===== src/rtl/dma_ofs_pkg.sv =====
package dma_ofs_pkg;
  localparam int ROW_W      = 4;   // strip height 16 rows, two 8-row tiles
  localparam int TILE_ROWS  = 8;
  localparam int FOLD_MULT  = TILE_ROWS - 1;
  typedef logic [ROW_W-1:0] row_t;
endpackage


===== src/rtl/dma_ofs_wordcnt.sv =====
module dma_ofs_wordcnt #(
  parameter int STRIDE_W = 10
) (
  input  logic                clk,
  input  logic                rst_n,
  input  logic                reload,
  input  logic [STRIDE_W-1:0] stride,
  input  logic                rd_fire,
  output logic                row_end,
  output logic [STRIDE_W-1:0] cnt_q
);
  logic last_word;

  // a count of one (or zero when stride is zero) marks the final word
  assign last_word = (cnt_q <= STRIDE_W'(1));
  assign row_end   = rd_fire && last_word;

  always_ff @(posedge clk) begin
    if (!rst_n || reload) begin
      cnt_q <= stride;
    end else if (rd_fire) begin
      cnt_q <= last_word ? stride : cnt_q - STRIDE_W'(1);
    end
  end
endmodule


===== src/rtl/dma_ofs_rowcnt.sv =====
module dma_ofs_rowcnt
  import dma_ofs_pkg::*;
(
  input  logic clk,
  input  logic rst_n,
  input  logic reload,
  input  logic row_end,
  output row_t row_q
);
  always_ff @(posedge clk) begin
    if (!rst_n || reload) begin
      row_q <= '0;
    end else if (row_end) begin
      row_q <= row_q + row_t'(1);  // natural wrap 15 -> 0
    end
  end
endmodule


===== src/rtl/dma_ofs_calc.sv =====
module dma_ofs_calc
  import dma_ofs_pkg::*;
#(
  parameter int STRIDE_W = 10,
  localparam int OFF_W   = STRIDE_W + ROW_W
) (
  input  row_t                    row,
  input  logic [STRIDE_W-1:0]     stride,
  input  logic                    rd_fire,
  output logic signed [OFF_W-1:0] ofs
);
  // row position inside a tile times the stride
  function automatic logic [OFF_W-1:0] tile_pos(input row_t r, input logic [STRIDE_W-1:0] s);
    return OFF_W'(r[ROW_W-2:0]) * OFF_W'(s);
  endfunction

  // pull-back applied to the second tile
  function automatic logic [OFF_W-1:0] fold_back(input row_t r, input logic [STRIDE_W-1:0] s);
    return r[ROW_W-1] ? OFF_W'(FOLD_MULT) * OFF_W'(s) : '0;
  endfunction

  logic [OFF_W-1:0] raw;
  assign raw = tile_pos(row, stride) - fold_back(row, stride);
  assign ofs = rd_fire ? $signed(raw) : '0;
endmodule


===== src/rtl/dma_ofs_seq.sv =====
module dma_ofs_seq
  import dma_ofs_pkg::*;
#(
  parameter int STRIDE_W = 10,
  localparam int OFF_W   = STRIDE_W + ROW_W
) (
  input  logic                    clk,
  input  logic                    rst_n,
  input  logic                    reload,
  input  logic [STRIDE_W-1:0]     stride,
  input  logic                    rd_stb,
  input  logic                    fifo_empty,
  output logic                    ofs_valid,
  output logic signed [OFF_W-1:0] ofs
);
  logic                rd_fire;
  logic                row_end;
  logic [STRIDE_W-1:0] word_cnt;
  row_t                row_q;

  assign rd_fire   = rd_stb && !fifo_empty;
  assign ofs_valid = rd_fire;

  dma_ofs_wordcnt #(.STRIDE_W(STRIDE_W)) u_wordcnt (
    .clk(clk), .rst_n(rst_n), .reload(reload), .stride(stride),
    .rd_fire(rd_fire), .row_end(row_end), .cnt_q(word_cnt)
  );

  dma_ofs_rowcnt u_rowcnt (
    .clk(clk), .rst_n(rst_n), .reload(reload), .row_end(row_end), .row_q(row_q)
  );

  dma_ofs_calc #(.STRIDE_W(STRIDE_W)) u_calc (
    .row(row_q), .stride(stride), .rd_fire(rd_fire), .ofs(ofs)
  );
endmodule


===== config.mk =====
export PLATFORM = sky130hd
export DESIGN_NAME = dma_ofs_seq
export DESIGN_NICKNAME = d
export VERILOG_FILES = /design/src/rtl/dma_ofs_pkg.sv /design/src/rtl/dma_ofs_wordcnt.sv /design/src/rtl/dma_ofs_rowcnt.sv /design/src/rtl/dma_ofs_calc.sv /design/src/rtl/dma_ofs_seq.sv
export SDC_FILE = /design/constraint.sdc
export NUM_CORES = 1
export LEC_CHECK = 0
export BUFFER_PORTS_ARGS = -buffer_cell sky130_fd_sc_hd__buf_2
export CAP_MARGIN = 0
export CORE_ASPECT_RATIO = 0.8
export CORE_MARGIN = 4
export CORE_UTILIZATION = 55
export DETAILED_ROUTE_END_ITERATION = 16
export GPL_TIMING_DRIVEN = 0
export PLACE_DENSITY = 0.88
export SKIP_CTS_REPAIR_TIMING = 1
export SLEW_MARGIN = 20
export SYNTH_ARGS = -nofsm -noshare
export SYNTH_HDL_FRONTEND = slang
export SYNTH_SLANG_ARGS = --single-unit

===== constraint.sdc =====
create_clock -name clk -period 7.15 [get_ports clk]
set_input_delay 1.43 -clock clk [delete_from_list [all_inputs] [get_ports clk]]
set_output_delay 1.43 -clock clk [all_outputs]
set_load 0.02 [all_outputs]

==> impl_summary.txt <==
----------------------------------------------------
[STA]
  Slew @ Worst Pin ... 0.5225 ns
  Final number of setup-violating endpoints ... 4
  Post-route worst setup slack ... -0.1641 ns
  Total count of hold-check failures in the final report ... 0
  Post-Route Skew ... 0.003437 ns
  Fmax ... 0.1367 GHz
  Worst slack on hold paths ... 0.5188 ns
  Number of pins exceeding their max-slew limit in the final report ... 0
  Crit share post-route ... 102.3%
  Tightest slew margin relative to the limit ... 65.17%
  Setup repair after global routing missed its margin ... yes
  Minimum clock period ... 7.314 ns

[Global route]
  Global-route wire length before repair ... 10180 um
  Largest net degree at the start of global routing ... 11
  Initial antenna violation count ... 0
  Total Routing Usage GR ... 19.85%
  Total overflow reported by the global router ... 0
  Vias in the first global route ... 2305

[Place]
  Placed wire-length estimate ... 4846 um
  Final weighted congestion in routability-driven placement ... 0.8564
  IO buf count ... 29

[CTS]
  Clock latency reported for the late side of the worst-skew pair ... 0.26 ns
  Num CTS Buffers ... 3
  Root buffer cell ... sky130_fd_sc_hd__clkbuf_8
  Number of buffers on the longest clock path ... 2
  TritonCTS sink count ... 14
  Register clock-pin slew on the reported worst setup and hold paths ... 0.06 ns
  Clock tree from TritonCTS ... built
  H-tree lvl count ... 1

[Critical path]
  Max Fanout on Critical Path ... 7
  Critical Path Slowest Stage Cell ... sky130_fd_sc_hd__fa_1
  Reg2reg setup slack ... 5.19 ns
  Critical path class ... in2out
  Element type at the critical path end ... output port
  Data arrival, critical path ... 5.88 ns
  Number of cell instances on the worst register-to-register path ... 7
  Setup crit start kind ... primary input
  Required time reported for the critical path endpoint ... 5.72 ns
  Number of buffer and inverter instances along the worst setup path ... 4
  Critical R2R Capture ... u_wordcnt.cnt_q[8]
  Startpoint of the worst register-to-register path ... u_wordcnt.cnt_q[0]
  Largest incremental delay on the critical path ... 0.53 ns
  Cell family with most CP delay ... adder cells
  Most used cell along the critical path ... sky130_fd_sc_hd__fa_1
  Cells along the critical path ... clkbuf_4 -> fa_1 -> ha_1 -> o21ai_2 -> o21bai_4 -> a21oi_2 -> xnor2_1 -> nand2_1 -> fa_1 -> inv_1 -> fa_1 -> inv_1 -> ha_4 -> a21o_1 -> a31o_4 -> a21oi_4 -> nor4b_2 -> or3_1 -> buf_6

[Route]
  Number of violations reported at the end of detailed-routing iteration 0 ... 260
  Via total after detailed routing ... 2663
  Remaining antenna violation count ... 0
  Vias per std cell ... 6.011
  Number of remaining DRC errors ... 0
  Total wire length ... 7795 um
  Average detailed-routed wire length per instance ... 17.60 um
  Detailed-router iteration count before antenna repair ... 5

[Final layout]
  Area overhead of the layout relative to synthesis ... 23.06%
  Share of cells above drive strength 1 ... 22.57%
  Fillers ... 354
  Number of nets in the final layout ... 459
  Total inserted antenna cells ... 0

[Die]
  Initial core utilization ... 56.89%
  Standard-cell rows ... 23
  Die Area ... 6435 um^2
  Number of top-level design ports ... 30
  Horizontal extent of the die ... 88.70 um
  Height of the chip ... 72.56 um
  Placeable core area ... 5036 um^2

[Run]
  Max-cap violations ... 0

[Run status]
  Failing checks ... setup timing
  Outcome ... complete, but fails checks

[Yosys]
  Combinational family with the most area after synthesis ... adder cells
  Complex-gate fraction of the synthesized area ... 16.59%
  Library cells used by synthesis ... 49
  Mux cell area share after synthesis ... 0.6987%
  Post-Syn Area ... 2865 um^2
  Yosys reg bits ... 14
  Share of synthesized cell area in full adder, half adder and majority cells ... 34.67%
  Sequential area share after synthesis ... 13.28%
  Post-synthesis average cell area ... 8.452 um^2
  Simple logic cell fraction of the synthesized area ... 21.57%
  Xor-xnor portion of the synthesized cell area ... 6.419%
  Total number of yosys warnings ... 0
  Synth Instances ... 339
  Predominant post-synthesis flop cell ... sky130_fd_sc_hd__edfxtp_1
  Net count after synthesis ... 416
  Ys async rst share ... 0%
  Post-synth EDFFs ... 10

[Hold path]
  Worst Hold Path Cells ... 2
  Class of the worst hold path ... reg2reg
  Min-Delay Endpoint ... u_rowcnt.row_q[1]
  Startpoint of the most critical hold path ... u_rowcnt.row_q[1]

[Pwr]
  Static leakage ... 0.001580 uW
  Largest vdd supply drop ... 0.09431 mV
  Post-route total power ... 342.9 uW
  Power density over cell area ... 97.26 nW/um^2

----------------------------------------------------
## flip-flops by register name, indices dropped and copies added (netlist names)
register and count:
u_wordcnt.cnt_q 10, u_rowcnt.row_q 4
## kinds of logic (layout without fill, tap and decap cells)
kind of cell | count (synthesis) | count (layout)
flops | 14 | 14
mux | 2 | 2
fa+ha+maj | 62 | 62
simple gates | 120 | 120
compound gates | 70 | 70
buf+inv | 50 | 92
xor+xnor | 21 | 21
## metal layers
layer  share of wire [%]  global-route usage, %
met1                  41                  26.50
met5                   0                      0
met3                 6.0                  2.724
met4                 2.2                  7.047
met2                  51                  32.87
## layout make-up
cell class                      instances  area [um^2]  share of cell area [%]
Inverter                               40        150.1                   4.258
Multi-Input combinational cell        275         2555                   72.46
Timing Repair Buffer                   38        274.0                   7.771
Buffer                                 10        43.79                   1.242
Sequential cell                        14        380.4                   10.79
Clock inverter                          1        3.754                  0.1065
Clock buffer                            3        41.29                   1.171
Tap cell                               62        77.57                   2.200
## how the worst max path moves through the flow
| stage | start | to | slack [ns] | cells after the start |
|---|---|---|---|---|
| floorplan | stride[0] | ofs[12] | 0.01 | 18 |
| global placement | stride[1] | ofs[12] | -0.42 | 18 |
| detailed placement | stride[2] | ofs[12] | -0.50 | 20 |
| CTS | stride[1] | ofs[12] | -0.52 | 18 |
| global route | stride[5] | ofs[11] | -0.31 | 19 |
| finish | stride[3] | ofs[11] | -0.16 | 19 |
## stage by stage
step	TNS (ns)	std cells	area, um^2	worst slack (ns)	util, %
after detailed placement	-2.077	430	3100	-0.4976	61.57
after global routing	-1.168	443	3526	-0.3129	70.01
after floorplan	0	339	2878	0.01075	-
after CTS	-2.203	434	3146	-0.5216	62.46
final	-0.3746	443	3526	-0.1641	70.01
after global placement	-1.655	430	3100	-0.4169	61.57
## synthesized netlist by cell type, types with 3 or more instances
library cell	count	area share, %
sky130_fd_sc_hd__o21a_1	3	0.79
sky130_fd_sc_hd__nand3b_1	4	1.0
sky130_fd_sc_hd__a21o_1	7	1.8
sky130_fd_sc_hd__a211oi_1	4	1.0
sky130_fd_sc_hd__o21ai_0	18	3.1
sky130_fd_sc_hd__xor2_1	9	2.8
sky130_fd_sc_hd__nor2_1	17	2.2
sky130_fd_sc_hd__nor3_1	10	1.7
sky130_fd_sc_hd__xnor2_1	12	3.7
sky130_fd_sc_hd__a21oi_1	14	2.4
sky130_fd_sc_hd__fa_1	29	20
sky130_fd_sc_hd__nand2b_1	3	0.66
sky130_fd_sc_hd__clkbuf_1	7	0.92
sky130_fd_sc_hd__inv_1	40	5.2
sky130_fd_sc_hd__dfxtp_1	4	2.8
sky130_fd_sc_hd__edfxtp_1	10	10
sky130_fd_sc_hd__ha_1	33	14
sky130_fd_sc_hd__a211o_1	5	1.5
sky130_fd_sc_hd__and2_1	25	5.5
sky130_fd_sc_hd__nand2_1	43	5.6
sky130_fd_sc_hd__nand3_1	6	1.0
## report_power, final
part	leakage (uW)	internal [uW]	total [uW]	switching, uW
sequential	0.000136	95.0	103	7.55
combinational	0.00142	74.8	169	93.7
clock	0.0000231	38.3	71.9	33.6
total	0.00158	208	343	135
## tightest hold or removal path: stages, from the launching register on
cell,delay [ns]
sky130_fd_sc_hd__dfxtp_1,0.33
sky130_fd_sc_hd__o21ai_0,0.07
sky130_fd_sc_hd__a21oi_1,0.07
## cells in the final DEF (no fill, tap or decap), types with 3 or more instances in the layout
cell type                  count
sky130_fd_sc_hd__nand2b_1      3
sky130_fd_sc_hd__fa_1         27
sky130_fd_sc_hd__clkbuf_1      7
sky130_fd_sc_hd__clkbuf_8      3
sky130_fd_sc_hd__xor2_1        9
sky130_fd_sc_hd__nand3b_1      4
sky130_fd_sc_hd__buf_2        21
sky130_fd_sc_hd__o21ai_0      16
sky130_fd_sc_hd__nor3_1        9
sky130_fd_sc_hd__a21o_1        7
sky130_fd_sc_hd__xnor2_1      12
sky130_fd_sc_hd__dfxtp_1       4
sky130_fd_sc_hd__nor2_1       17
sky130_fd_sc_hd__ha_1         24
sky130_fd_sc_hd__a21oi_1      11
sky130_fd_sc_hd__buf_6         3
sky130_fd_sc_hd__inv_2         3
sky130_fd_sc_hd__o21a_1        3
sky130_fd_sc_hd__o21ai_2       3
sky130_fd_sc_hd__edfxtp_1     10
sky130_fd_sc_hd__nand2_1      43
sky130_fd_sc_hd__ha_4          8
sky130_fd_sc_hd__and2_1       25
sky130_fd_sc_hd__nand3_1       6
sky130_fd_sc_hd__inv_1        37
sky130_fd_sc_hd__buf_4        12
sky130_fd_sc_hd__clkbuf_4      3
sky130_fd_sc_hd__a211o_1       5
(Power assumes the default switching activity.)
